`config.mk`:
```
export PLATFORM = sky130hd
export DESIGN_NAME = spi_fifo_regs
export DESIGN_NICKNAME = d
export VERILOG_FILES = /design/src/rtl/spi_fifo_pkg.sv /design/src/rtl/sfr_fifo.sv /design/src/rtl/sfr_irq.sv /design/src/rtl/spi_fifo_regs.sv
export SDC_FILE = /design/constraint.sdc
export NUM_CORES = 1
export LEC_CHECK = 0
export ABC_AREA = 1
export BUFFER_PORTS_ARGS = -buffer_cell sky130_fd_sc_hd__buf_4
export CAP_MARGIN = 20
export CORE_MARGIN = 2
export CORE_UTILIZATION = 30
export CTS_CLUSTER_DIAMETER = 50
export DETAILED_ROUTE_END_ITERATION = 6
export GPL_ROUTABILITY_DRIVEN = 0
export REMOVE_ABC_BUFFERS = 1
export SETUP_SLACK_MARGIN = 0.02
export SKIP_CTS_REPAIR_TIMING = 1
export SLEW_MARGIN = 20
export SYNTH_ARGS = -nofsm -noshare
export SYNTH_HDL_FRONTEND = slang
export SYNTH_SLANG_ARGS = --single-unit
```
`constraint.sdc`:
```
create_clock -name clk -period 2.45 [get_ports clk]
set_input_delay 0.245 -clock clk [delete_from_list [all_inputs] [get_ports clk]]
set_output_delay 0.245 -clock clk [all_outputs]
set_load 0.01 [all_outputs]
```
`src/rtl/spi_fifo_pkg.sv`:
```
package spi_fifo_pkg;
  localparam int unsigned ADDR_W   = 5;
  localparam int unsigned FLAG_BIT = 31;
  localparam int unsigned SRC_TX   = 0;
  localparam int unsigned SRC_RX   = 1;
  localparam int unsigned NUM_SRC  = 2;

  typedef enum logic [2:0] {
    RI_TXDATA = 3'd0,
    RI_RXDATA = 3'd1,
    RI_TXMARK = 3'd2,
    RI_RXMARK = 3'd3,
    RI_IE     = 3'd4,
    RI_IP     = 3'd5
  } reg_idx_e;
endpackage

```
`src/rtl/sfr_fifo.sv`:
```
module sfr_fifo #(
  parameter int unsigned W     = 8,
  parameter int unsigned DEPTH = 8,
  parameter int unsigned CNT_W = $clog2(DEPTH + 1)
) (
  input  logic             clk,
  input  logic             rst_n,
  input  logic             in_valid,
  output logic             in_ready,
  input  logic [W-1:0]     in_data,
  output logic             out_valid,
  input  logic             out_ready,
  output logic [W-1:0]     out_data,
  output logic [CNT_W-1:0] count
);
  localparam int unsigned PTR_W = (DEPTH > 1) ? $clog2(DEPTH) : 1;
  localparam logic [CNT_W-1:0] FULL_CNT = CNT_W'(DEPTH);
  localparam logic [PTR_W-1:0] LAST_PTR = PTR_W'(DEPTH - 1);

  logic [W-1:0]     mem [DEPTH];
  logic [PTR_W-1:0] wr_ptr, rd_ptr;
  logic             in_fire, out_fire;

  function automatic logic [PTR_W-1:0] bump(input logic [PTR_W-1:0] p);
    return (p == LAST_PTR) ? '0 : p + 1'b1;
  endfunction

  assign in_ready  = (count != FULL_CNT);
  assign out_valid = (count != '0);
  assign out_data  = mem[rd_ptr];
  assign in_fire   = in_valid && in_ready;
  assign out_fire  = out_valid && out_ready;

  always_ff @(posedge clk) begin
    if (in_fire) mem[wr_ptr] <= in_data;
  end

  always_ff @(posedge clk) begin
    if (!rst_n) begin
      wr_ptr <= '0;
      rd_ptr <= '0;
      count  <= '0;
    end else begin
      if (in_fire)  wr_ptr <= bump(wr_ptr);
      if (out_fire) rd_ptr <= bump(rd_ptr);
      if (in_fire && !out_fire)      count <= count + 1'b1;
      else if (out_fire && !in_fire) count <= count - 1'b1;
    end
  end

  // occupancy never exceeds the depth
  p_bound_r3: assert property (@(posedge clk) disable iff (!rst_n)
    count <= FULL_CNT);
  // a full queue that is not drained stays full (push dropped)
  p_full_hold_r3: assert property (@(posedge clk) disable iff (!rst_n)
    (count == FULL_CNT && !out_ready) |=> count == FULL_CNT);
  // push and pop together keep the count
  p_same_count_r10: assert property (@(posedge clk) disable iff (!rst_n)
    (in_fire && out_fire) |=> $stable(count));
  // head byte holds while the consumer stalls
  p_head_stable_r2: assert property (@(posedge clk) disable iff (!rst_n)
    (out_valid && !out_ready) |=> (out_valid && $stable(out_data)));
  // an empty queue with no push stays empty
  p_empty_hold_r4: assert property (@(posedge clk) disable iff (!rst_n)
    (count == '0 && !in_valid) |=> count == '0);
endmodule

```
`src/rtl/sfr_irq.sv`:
```
module sfr_irq #(
  parameter int unsigned CNT_W = 4
) (
  input  logic [CNT_W-1:0] tx_count,
  input  logic [CNT_W-1:0] rx_count,
  input  logic [CNT_W-1:0] tx_mark,
  input  logic [CNT_W-1:0] rx_mark,
  input  logic [1:0]       irq_en,
  output logic [1:0]       pend,
  output logic             irq
);
  import spi_fifo_pkg::*;

  always_comb begin
    pend         = '0;
    pend[SRC_TX] = (tx_count < tx_mark);
    pend[SRC_RX] = (rx_count > rx_mark);
  end

  assign irq = |(pend & irq_en);
endmodule

```
`src/rtl/spi_fifo_regs.sv`:
```
module spi_fifo_regs #(
  parameter int unsigned DW    = 8,
  parameter int unsigned DEPTH = 8
) (
  input  logic                            clk,
  input  logic                            rst_n,
  input  logic                            reg_wr,
  input  logic                            reg_rd,
  input  logic [spi_fifo_pkg::ADDR_W-1:0] reg_addr,
  input  logic [31:0]                     reg_wdata,
  output logic [31:0]                     reg_rdata,
  output logic                            tx_valid,
  input  logic                            tx_ready,
  output logic [DW-1:0]                   tx_data,
  input  logic                            rx_valid,
  output logic                            rx_ready,
  input  logic [DW-1:0]                   rx_data,
  output logic                            irq
);
  import spi_fifo_pkg::*;

  localparam int unsigned CNT_W = $clog2(DEPTH + 1);

  reg_idx_e         idx;
  logic             wr_tx, rd_rx;
  logic             tx_room, rx_avail;
  logic [DW-1:0]    rx_head;
  logic [CNT_W-1:0] tx_count, rx_count;
  logic [CNT_W-1:0] tx_mark, rx_mark;
  logic [1:0]       irq_en, pend;

  assign idx   = reg_idx_e'(reg_addr[ADDR_W-1:2]);
  assign wr_tx = reg_wr && (idx == RI_TXDATA);
  assign rd_rx = reg_rd && (idx == RI_RXDATA);

  sfr_fifo #(.W(DW), .DEPTH(DEPTH), .CNT_W(CNT_W)) u_tx_q (
    .clk(clk), .rst_n(rst_n),
    .in_valid(wr_tx), .in_ready(tx_room), .in_data(reg_wdata[DW-1:0]),
    .out_valid(tx_valid), .out_ready(tx_ready), .out_data(tx_data),
    .count(tx_count)
  );

  sfr_fifo #(.W(DW), .DEPTH(DEPTH), .CNT_W(CNT_W)) u_rx_q (
    .clk(clk), .rst_n(rst_n),
    .in_valid(rx_valid), .in_ready(rx_ready), .in_data(rx_data),
    .out_valid(rx_avail), .out_ready(rd_rx), .out_data(rx_head),
    .count(rx_count)
  );

  sfr_irq #(.CNT_W(CNT_W)) u_irq (
    .tx_count(tx_count), .rx_count(rx_count),
    .tx_mark(tx_mark), .rx_mark(rx_mark),
    .irq_en(irq_en), .pend(pend), .irq(irq)
  );

  always_ff @(posedge clk) begin
    if (!rst_n) begin
      tx_mark <= CNT_W'(1);
      rx_mark <= '0;
      irq_en  <= '0;
    end else if (reg_wr) begin
      case (idx)
        RI_TXMARK: tx_mark <= reg_wdata[CNT_W-1:0];
        RI_RXMARK: rx_mark <= reg_wdata[CNT_W-1:0];
        RI_IE:     irq_en  <= reg_wdata[1:0];
        default: ;
      endcase
    end
  end

  always_comb begin
    reg_rdata = '0;
    case (idx)
      RI_TXDATA: reg_rdata[FLAG_BIT] = !tx_room;
      RI_RXDATA: begin
        if (rx_avail) reg_rdata[DW-1:0] = rx_head;
        else          reg_rdata[FLAG_BIT] = 1'b1;
      end
      RI_TXMARK: reg_rdata[CNT_W-1:0] = tx_mark;
      RI_RXMARK: reg_rdata[CNT_W-1:0] = rx_mark;
      RI_IE:     reg_rdata[1:0] = irq_en;
      RI_IP:     reg_rdata[1:0] = pend;
      default: ;
    endcase
  end

  // no interrupt while every source is masked
  p_mask_r9: assert property (@(posedge clk) disable iff (!rst_n)
    (irq_en == 2'b00) |-> !irq);
  // a write to the pending offset leaves the enables untouched
  p_ip_ro_r8: assert property (@(posedge clk) disable iff (!rst_n)
    (reg_wr && idx == RI_IP) |=> $stable(irq_en));
  // enable write is visible the next cycle
  p_ie_load_r11: assert property (@(posedge clk) disable iff (!rst_n)
    (reg_wr && idx == RI_IE) |=> (irq_en == $past(reg_wdata[1:0])));
endmodule

```
==> results of run 1 <==
## worst max-delay path: stages (launching register included)
cell	delay (ps)
dfxtp_1	390
nor2_4	160
nand3_2	90
nand2_1	170
inv_1	110
ha_1	230
inv_1	130
ha_1	290
nand2_1	100
nand2_1	50
nor2_1	110
nand2_1	60
nand2_1	50
nand2_1	50
a21oi_1	120
## sequential cells by signal (all words and copies together), names as in the netlist, named ones only
| register | count |
|---|---|
| irq_en | 2 |
| u_tx_q.rd_ptr | 3 |
| u_rx_q.count | 4 |
| u_rx_q.rd_ptr | 3 |
| u_tx_q.mem | 64 |
| rx_mark | 4 |
| u_tx_q.count | 4 |
| tx_mark | 4 |
| u_rx_q.wr_ptr | 3 |
| u_rx_q.mem | 64 |
| u_tx_q.wr_ptr | 3 |
## layer usage
metal,part of all wire,routed length [microns],vias up
met3,0.041,629,20
met2,0.48,7280,113
met1,0.47,7142,2280
li1,-,-,2528
met4,0.016,251,0
met5,0,0,-
## power groups by stage
| stage | Clock (W) | Combinational [W] | Sequential (W) |
|---|---|---|---|
| global placement | 0 | 0.00168 | 0.00334 |
| floorplan | 0 | 0.00101 | 0.00337 |
| finish | 0.00260 | 0.00169 | 0.00328 |
| detailed placement | 0 | 0.00171 | 0.00334 |
| global route | 0.00277 | 0.00197 | 0.00330 |
| CTS | 0.00266 | 0.00171 | 0.00328 |
## cells in the mapped netlist (all sizes together)
library cell / number / share of area
nor2: 155 / 0.081
edfxtp: 128 / 0.53
nand2: 108 / 0.057
o21ai: 96 / 0.066
inv: 49 / 0.025
dfxtp: 36 / 0.099
buf: 34 / 0.031
nand3: 28 / 0.021
a21oi: 21 / 0.015
ha: 21 / 0.036
clkbuf: 12 / 0.0062
o211ai: 5 / 0.0051
o22ai: 5 / 0.0043
nor3: 4 / 0.0065
xor2: 4 / 0.0048
nand4: 3 / 0.0026
a22oi: 2 / 0.0021
fa: 2 / 0.0055
or2: 2 / 0.0021
xnor2: 2 / 0.0024
a211oi: 1 / 0.0010
clkinv: 1 / 0.00051
conb: 1 / 0.00051
## placed cells by master (no fill, tap or decap), drive strengths merged
master    instances
nor2            155
edfxtp          128
nand2           108
o21ai            96
buf              67
inv              58
dfxtp            36
nand3            28
conb             23
ha               21
a21oi            21
clkbuf           17
o22ai             5
o211ai            5
clkinv            5
xor2              4
nor3              4
nand4             3
a22oi             2
xnor2             2
fa                2
or2               2
a211oi            1
clkinvlp          1
bufinv            1
## worst min path at each step
stage | start | endpoint
5_1_grt | rx_data[7] | u_rx_q.mem[0][7]
6_report | rx_data[4] | u_rx_q.mem[6][4]
2_1_floorplan | rst_n | tx_mark[0]
4_1_cts | rx_data[7] | u_rx_q.mem[0][7]
3_5_place_dp | irq_en[0] | irq_en[0]
3_3_place_gp | irq_en[0] | irq_en[0]
## kinds of logic after synthesis
group	count (synthesis)	share of synthesized area
compound gates	130	0.09314
buf+inv	96	0.06266
flops	164	0.6246
other cells	1	0.0005131
xor+xnor	6	0.007190
simple gates	300	0.1705
fa+ha+maj	23	0.04143
## final cells by class
| type | instances | share of cell area |
|---|---|---|
| Clock buffer | 17 | 0.04938 |
| Timing Repair Buffer | 67 | 0.05839 |
| Clock inverter | 15 | 0.01859 |
| Tap cell | 324 | 0.04706 |
| Inverter | 50 | 0.02179 |
| Multi-Input combinational cell | 482 | 0.2749 |
| Sequential cell | 164 | 0.5298 |
## stage by stage
| step | hold slack [ps] | total power (W) | instances | cell area, sq um |
|---|---|---|---|---|
| 2_1_floorplan | 343.6 | 0.004381 | 696 | 7121 |
| 3_3_place_gp | 469.1 | 0.005024 | 1087 | 8029 |
| 4_1_cts | 19.98 | 0.007658 | 1119 | 8615 |
| 5_1_grt | 26.78 | 0.008040 | 1119 | 8615 |
| 6_report | 46.05 | 0.007573 | 1119 | 8615 |
| 3_5_place_dp | 475.9 | 0.005051 | 1087 | 8029 |
==> impl_metrics.tcl, run 1 <==
set metrics [dict create \
    clockRootBuffer "clkbuf_16" \
    switchingPower_w 0.002333 \
    preCtsSetupSlack_ps 259.5 \
    drc 0 \
    port_buffers 44 \
    reg2reg_from "u_rx_q.count[1]" \
    yosys_register_bits 164 \
    worstHoldPathCells 1 \
    finalCriticalPeriod_ps 2185 \
    critical_path.startpoint_type "flop" \
    cts_tree "built" \
    maxSlewViolCount 0 \
    via_count 4941 \
    cts_buffers 17 \
    setup_viol 0 \
    core_area_sq_um 24110 \
    r2r_cells 14 \
    first_pass_iters 5 \
    seq_area_frac_synth 0.6246 \
    ff_latch_area_sq_um 4564 \
    syn_to_final_growth_pct 17.87 \
    min_period_over_period 0.8916 \
    clock-sinks 164 \
    setup_ws_ps 265.5 \
    hold_path_class "in2reg" \
    grt_max_degree 33 \
    yosys_warnings 0 \
    tns_ps 0 \
    die_h_microns 160.1 \
    final_nets 856 \
    multi_input_area_sq_um 2369 \
    routed_wl_microns 15300 \
    antenna_cells 0 \
    synth_cells 720 \
    reg2reg_slack_ps 270 \
    cts_max_path_buffers 2 \
    avgRoutedWirePerCell_microns 13.68 \
    pin_count 94 \
    grt_use_met1 0.1604 \
    rsz0062_at_grt "false" \
    grt_use_met3 0.03429 \
    first_iter_violations 349 \
    netlist_area_sq_um 7308 \
    critPathMaxFanout 6 \
    met2_usage 0.1972 \
    via_per_inst 4.416 \
    relSlewSlack 0.6386 \
    swShare 0.3081 \
    fillers 2433 \
    grt_pass1_wl_microns 24290 \
    grt_use_total 0.1229 \
    place_hpwl_microns 9780 \
    ir_drop_mv 0.3848 \
    p_leak_nw 3.352 \
    clock_latency_ps 430 \
    pwr-share-clk 0.343 \
    regToRegEndpoint "u_rx_q.count[3]" \
    grt_antenna_before_repair 0 \
    hold_viol 0 \
    grt-ovfl-total 0 \
    crit_path_end "u_rx_q.count[3]" \
    arrival_ps 2530 \
    chipWidth_microns 160.1 \
    seqPwrFrac 0.433 \
    critPathRequiredTime_ps 2800 \
    globalRoute.busiestLayer "met2" \
    dieArea_sq_um 25630 \
    utilization 0.3574 \
    path_clk_slew_ps 70 \
    pwr_density_cell_nw_per_um2 879.0 \
    startpoint "u_rx_q.count[1]" \
    ant_nets 0 \
    end_kind "flop" \
    start_util 0.3032 \
    tightestPinTransition_ps 542.0 \
    syn_avg_cell_area_sq_um 10.15 \
    clock_skew_ps 7.544 \
    drive_gt1_frac 0.1509 \
    path_class "reg2reg" \
    p_comb_frac 0.224 \
    cap_violations 0 \
    ys_types 35 \
    clock.fmax_ghz 0.4578 \
    rows 57 \
    power.internal_w 0.005240 \
    ctsHtreeMaxLevel 4 \
    grt_pass1_vias 4709 \
    run_status "finished clean" \
]
No activity file was read; power rests on OpenSTA's default activity.
==> run 2: changes to the inputs <==
SYNTH_HIERARCHICAL = 1   (was not set)
clock period = 2 ns   (was 2.45 ns; I/O delays follow)
==> run 2 against run 1 <==
  * The flow now finishes with violations (negative setup slack)
  * Critical path depth fell by 3
  * Sequential share of layout area fell by 4.5 points
  * Flip-flop and latch count did not move
  * Worst hold slack got worse by 34 ps
  * Die area rose by 4.8%
  * Count of clock-buffer cells in the layout rose by 1
  * Combinational power rose by 68%
  * Sequential power rose by 23%
  * Area after synthesis rose by 4.9%
  * Clock skew rose by 0.88 ps
  * Routed wire length rose by 10%
  * Power rose by 31%
==> impl_metrics.tcl, run 2 <==
set metrics [dict create \
    seq_area_frac_synth 0.5954 \
    slowest_stage "dfxtp_2" \
    seqPwrFrac 0.407 \
    antenna_cells 0 \
    cts_max_path_buffers 2 \
    pin_count 94 \
    path_clk_slew_ps 70 \
    violations "negative setup slack" \
    via_count 5414 \
    place_hpwl_microns 10770 \
    utilization 0.3766 \
    cp_num_buf_inv 3 \
    power.internal_w 0.006741 \
    cts_tree "built" \
    fin_cells 1242 \
    clock_skew_ps 8.427 \
    synth.most_common_cell "nor2_1" \
    ant_nets 0 \
    rsz0062_at_grt "true" \
    p_leak_nw 3.889 \
    ctsHtreeMaxLevel 4 \
    pwr_density_cell_nw_per_um2 1051 \
    core_area_sq_um 25110 \
    via_per_inst 4.359 \
    yosysTopAreaCellShare 0.5014 \
    yosys_warnings 6 \
    switchingPower_w 0.003194 \
    synth_top_area_cell "edfxtp_1" \
    placedCellCount 1197 \
    synth_cells 800 \
    ir_drop_mv 0.5275 \
    first_pass_iters 4 \
    drive_gt1_frac 0.2412 \
    path_class "reg2out" \
    critPathMaxFanout 2 \
    crit_path_end "reg_rdata[1]" \
    grt_antenna_before_repair 0 \
    first_iter_violations 317 \
    synth_common_cells "nor2_1, nand2_1, edfxtp_1" \
    reg2reg_from "u_rx_q/count[0]" \
    clock.fmax_ghz 0.4765 \
    die_h_microns 163.9 \
    port_buffers 44 \
    ys_top_cells_by_area "edfxtp_1, nor2_1, dfxtp_1, nand2_1, ha_1" \
    netlist_area_sq_um 7666 \
    crit_cells 11 \
    clock-sinks 164 \
    run_status "complete, but fails checks" \
    max_stage_delay_ps 330 \
    critical_path.top_delay_family "simple AND/OR/NAND/NOR gates" \
    avgRoutedWirePerCell_microns 13.56 \
    setup_viol 2 \
    final_cell_mix "nor2_1, nand2_1, edfxtp_1" \
    fillers 2515 \
    start_util 0.3053 \
    startpoint "u_rx_q/count[2]" \
    chipWidth_microns 163.9 \
    drc 0 \
    cts_buffers 17 \
    synth_edf_count 128 \
    finalCriticalPeriod_ps 2099 \
    p_comb_frac 0.286 \
    rows 58 \
    min_period_over_period 1.049 \
    hold_viol 0 \
    grt_max_degree 33 \
    end_kind "output pin" \
    swShare 0.3215 \
    grt_use_total 0.1270 \
    critical_path.startpoint_type "flop" \
    arrival_ps 1900 \
    hold_slack_ps 12.22 \
    ys_types 32 \
    hold_path_class "in2reg" \
    final_nets 973 \
    regToRegEndpoint "u_rx_q/count[3]" \
    grt_pass1_vias 4910 \
    synthFlopType "edfxtp_1" \
    async_flop_share 0 \
    critPathRequiredTime_ps 1800 \
    pwr-share-clk 0.307 \
    worstPathCellList "buf_6 -> ha_4 -> nand2_2 -> inv_2 -> nand3_2 -> a21boi_1 -> nand4_1 -> nand2_1 -> nor2_1 -> nand2_1 -> buf_6" \
    maxSlewViolCount 0 \
    largestRegisters "u_rx_q/mem: 64 flops, u_tx_q/mem: 64 flops" \
    clock_latency_ps 420 \
    setup_ws_ps -98.81 \
    grt-ovfl-total 0 \
    final_common_cell "nor2_1" \
    yosys_register_bits 164 \
    syn_avg_cell_area_sq_um 9.583 \
    tns_ps -110.2 \
    cap_violations 0 \
    multi_input_area_sq_um 2734 \
    reg2reg_slack_ps 30 \
    clockRootBuffer "clkbuf_16" \
    grt_pass1_wl_microns 25920 \
    dieArea_sq_um 26850 \
    ff_latch_area_sq_um 4587 \
    routed_wl_microns 16840 \
    syn_to_final_growth_pct 23.34 \
    r2r_cells 12 \
]
run 2: worst min path at each step:
stage	start	end	slack (ps)	cells after the start
after floorplan	rst_n	tx_mark[0]	280	1
after global placement	rx_data[4]	u_rx_q/mem[2][4]	440	1
after detailed placement	rx_data[5]	u_rx_q/mem[4][5]	440	1
after CTS	rx_data[6]	u_rx_q/mem[6][6]	-8	1
after global routing	rx_data[7]	u_rx_q/mem[1][7]	4	1
final	rx_data[3]	u_rx_q/mem[4][3]	10	1
run 2: metrics by stage:
step | worst slack [ps] | total power, W | area, sq um
after floorplan | -65.10 | 0.005625 | 7350
after global placement | -111.6 | 0.006620 | 8468
after detailed placement | -215.8 | 0.006658 | 8468
after CTS | -241.6 | 0.009702 | 9017
after global routing | -215.8 | 0.01055 | 9455
final | -98.81 | 0.009935 | 9455
run 2: power by group through the flow:
stage	sequential (W)	clock [W]	combinational, W
after floorplan	0.00415	0	0.00148
final	0.00405	0.00305	0.00284
after global routing	0.00407	0.00325	0.00323
after CTS	0.00400	0.00310	0.00260
after global placement	0.00407	0	0.00255
after detailed placement	0.00407	0	0.00259
run 2: layout make-up:
cell class / count / share of cell area
clock buffer: 18 / 0.04539
clock inverter: 14 / 0.01270
inverter: 63 / 0.02633
multi-input combinational: 546 / 0.2891
sequential: 164 / 0.4851
tap: 330 / 0.04367
timing repair buffer: 107 / 0.09766
run 2: metal layers:
layer	wire length, microns	part of all wire	GRT usage
met1	7876	0.47	0.1710
met2	8012	0.48	0.2063
met3	736	0.044	0.02601
met4	215	0.013	0.03828
met5	0	0	0
run 2: cell families (layout without fill, tap and decap cells):
family	Yosys count	in the layout	synth area share
buffers and inverters	112	202	0.08389
other	1	23	0.0004892
AND/OR/NAND/NOR	402	402	0.2138
adder cells (fa/ha/maj)	23	23	0.03950
AO/OA/AOI/OAI	96	96	0.06463
flip-flops	164	164	0.5954
XOR/XNOR	2	2	0.002285
run 2: worst reg2reg max path: cells and delay by family (launching register included):
family        cells  cell delay [ps]
simple gates      7              930
fa+ha+maj         2              450
flops             1              330
buf+inv           3              180
==> run 3: changes to the inputs <==
CORE_ASPECT_RATIO = 0.6   (was not set)
==> run 3 against run 2 <==
  * The flow still finishes with violations (negative setup slack)
  * Power up 4.2%
  * Global-route usage up 0.47 points
  * Maximum frequency increased by 0.81%
  * Sequential share of layout area decreased by 0.063 points
  * Clock skew grew 3.5 ps
  * Highest routed layer unchanged
==> impl_metrics.tcl, run 3 (synthesis results as in run 2) <==
set metrics [dict create \
    avgRoutedWirePerCell_microns 13.98 \
    rsz0062_at_grt "true" \
    wl_met2_microns 7131 \
    chipWidth_microns 210.4 \
    postPlaceCellArea_sq_um 8554 \
    ant_nets 0 \
    fillers 2481 \
    setup_ws_ps -82.03 \
    grt-ovfl-total 0 \
    dr.max_layer_used "met4" \
    start_util 0.3046 \
    grt_antenna_before_repair 0 \
    placedCellCount 1206 \
    hold_viol 0 \
    die_h_microns 127.8 \
    cts_tree "built" \
    antenna_cells 0 \
    run_status "complete, but fails checks" \
    place_hpwl_microns 12180 \
    pwr_density_cell_nw_per_um2 1092 \
    preCtsSetupSlack_ps -188.5 \
    cts_max_path_buffers 2 \
    grt_max_degree 33 \
    grt_pass1_wl_microns 27050 \
    largestRegisters "u_rx_q/mem: 64 flops, u_tx_q/mem: 64 flops" \
    clockRootBuffer "clkbuf_16" \
    finalCriticalPeriod_ps 2082 \
    first_iter_violations 378 \
    drc 0 \
    first_pass_iters 7 \
    multi_input_area_sq_um 2699 \
    pin_count 94 \
    min_period_over_period 1.041 \
    drive_gt1_frac 0.2291 \
    dieArea_sq_um 26890 \
    grt_pass1_vias 4978 \
    final_cell_mix "nor2_1, nand2_1, edfxtp_1" \
    p_leak_nw 3.940 \
    cts_buffers 17 \
    clock_latency_ps 430 \
    critPathRequiredTime_ps 1800 \
    critPathMaxFanout 2 \
    final_common_cell "nor2_1" \
    port_buffers 44 \
    cap_violations 0 \
    startpoint "u_rx_q/count[2]" \
    ff_latch_area_sq_um 4591 \
    crit_path_end "reg_rdata[1]" \
    core_area_sq_um 25170 \
    clock.fmax_ghz 0.4803 \
    syn_to_final_growth_pct 23.60 \
    rows 45 \
    clock-sinks 164 \
    via_count 5503 \
    final_area_sq_um 9475 \
    via_per_inst 4.402 \
    ctsHtreeMaxLevel 4 \
    r2r_cells 12 \
    path_class "reg2out" \
    reg2reg_slack_ps 40 \
    wl_met3_microns 1027 \
    final_nets 982 \
    end_kind "output pin" \
    critical_path.startpoint_type "flop" \
    path_clk_slew_ps 70 \
    reg2reg_from "u_rx_q/count[0]" \
    setup_viol 2 \
    violations "negative setup slack" \
    ir_drop_mv 0.5393 \
    arrival_ps 1880 \
    drt-met1-wl_microns 9102 \
    clock_skew_ps 11.93 \
    hold_path_class "in2reg" \
    grt_use_total 0.1317 \
    fin_cells 1250 \
    maxSlewViolCount 0 \
    regToRegEndpoint "u_rx_q/count[3]" \
    routed_wl_microns 17470 \
]
run 3: changes by cell type in the layout (fill, tap and decap cells not counted), moves of 4 or more:
cell	previous run	this run
nand2_1	141	150
nor2_1	189	200
nand2_2	16	6
buf_4	87	103
nor2_2	13	6
nor2_4	5	1
run 3: worst min-delay path by stage:
stage	to	startpoint	cells after the start	slack [ps]
4_1_cts	u_rx_q/mem[6][1]	rx_data[1]	1	-6
3_5_place_dp	u_rx_q/mem[2][4]	rx_data[4]	1	440
6_report	u_rx_q/mem[6][1]	rx_data[1]	1	8
2_1_floorplan	tx_mark[0]	rst_n	1	280
3_3_place_gp	u_rx_q/mem[0][1]	rx_data[1]	1	440
5_1_grt	u_rx_q/mem[6][1]	rx_data[1]	1	0.5
run 3: critical path, stage by stage, from the launching register on:
cell and delay [ps]:
dfxtp_2 330, buf_6 120, ha_4 250, nand2_2 40, inv_2 60, nand3_2 60
a21boi_2 150, nand4_1 60, nand2_1 50, nor2_1 120, nand2_1 90, buf_6 130
run 3: stage by stage:
| step | setup TNS [ps] | total power, W | hold slack [ps] | utilization |
|---|---|---|---|---|
| final | -147.6 | 0.01035 | 7.516 | 0.3765 |
| after global routing | -951.3 | 0.01097 | 0.5078 | 0.3765 |
| after CTS | -1486 | 0.01004 | -6.432 | 0.3635 |
| after detailed placement | -466.7 | 0.006760 | 441.5 | 0.3399 |
| after global placement | -531.8 | 0.006729 | 440.6 | 0.3399 |
| after floorplan | -74.31 | 0.005625 | 284.6 | - |
run 3: metal layers:
layer,track usage,up-vias
met2,0.1866,121
li1,-,2797
met3,0.03013,16
met4,0.03853,0
met5,0,-
met1,0.1989,2569
run 3: final cells by class:
class                   instances  share of cell area
well taps                     329             0.04344
flip-flops and latches        164              0.4845
clock inverters                15             0.01769
multi-input cells             546              0.2848
clock buffers                  17             0.04490
repair buffers                116             0.09864
inverters                      63             0.02601
run 3: power breakdown:
group | internal (W) | switching [W] | leakage [nW] | total (W)
Clock | 0.00187 | 0.00141 | 0.287 | 0.00329
Sequential | 0.00388 | 0.000175 | 1.46 | 0.00406
Combinational | 0.00130 | 0.00170 | 2.20 | 0.00301
Total | 0.00706 | 0.00329 | 3.94 | 0.0103
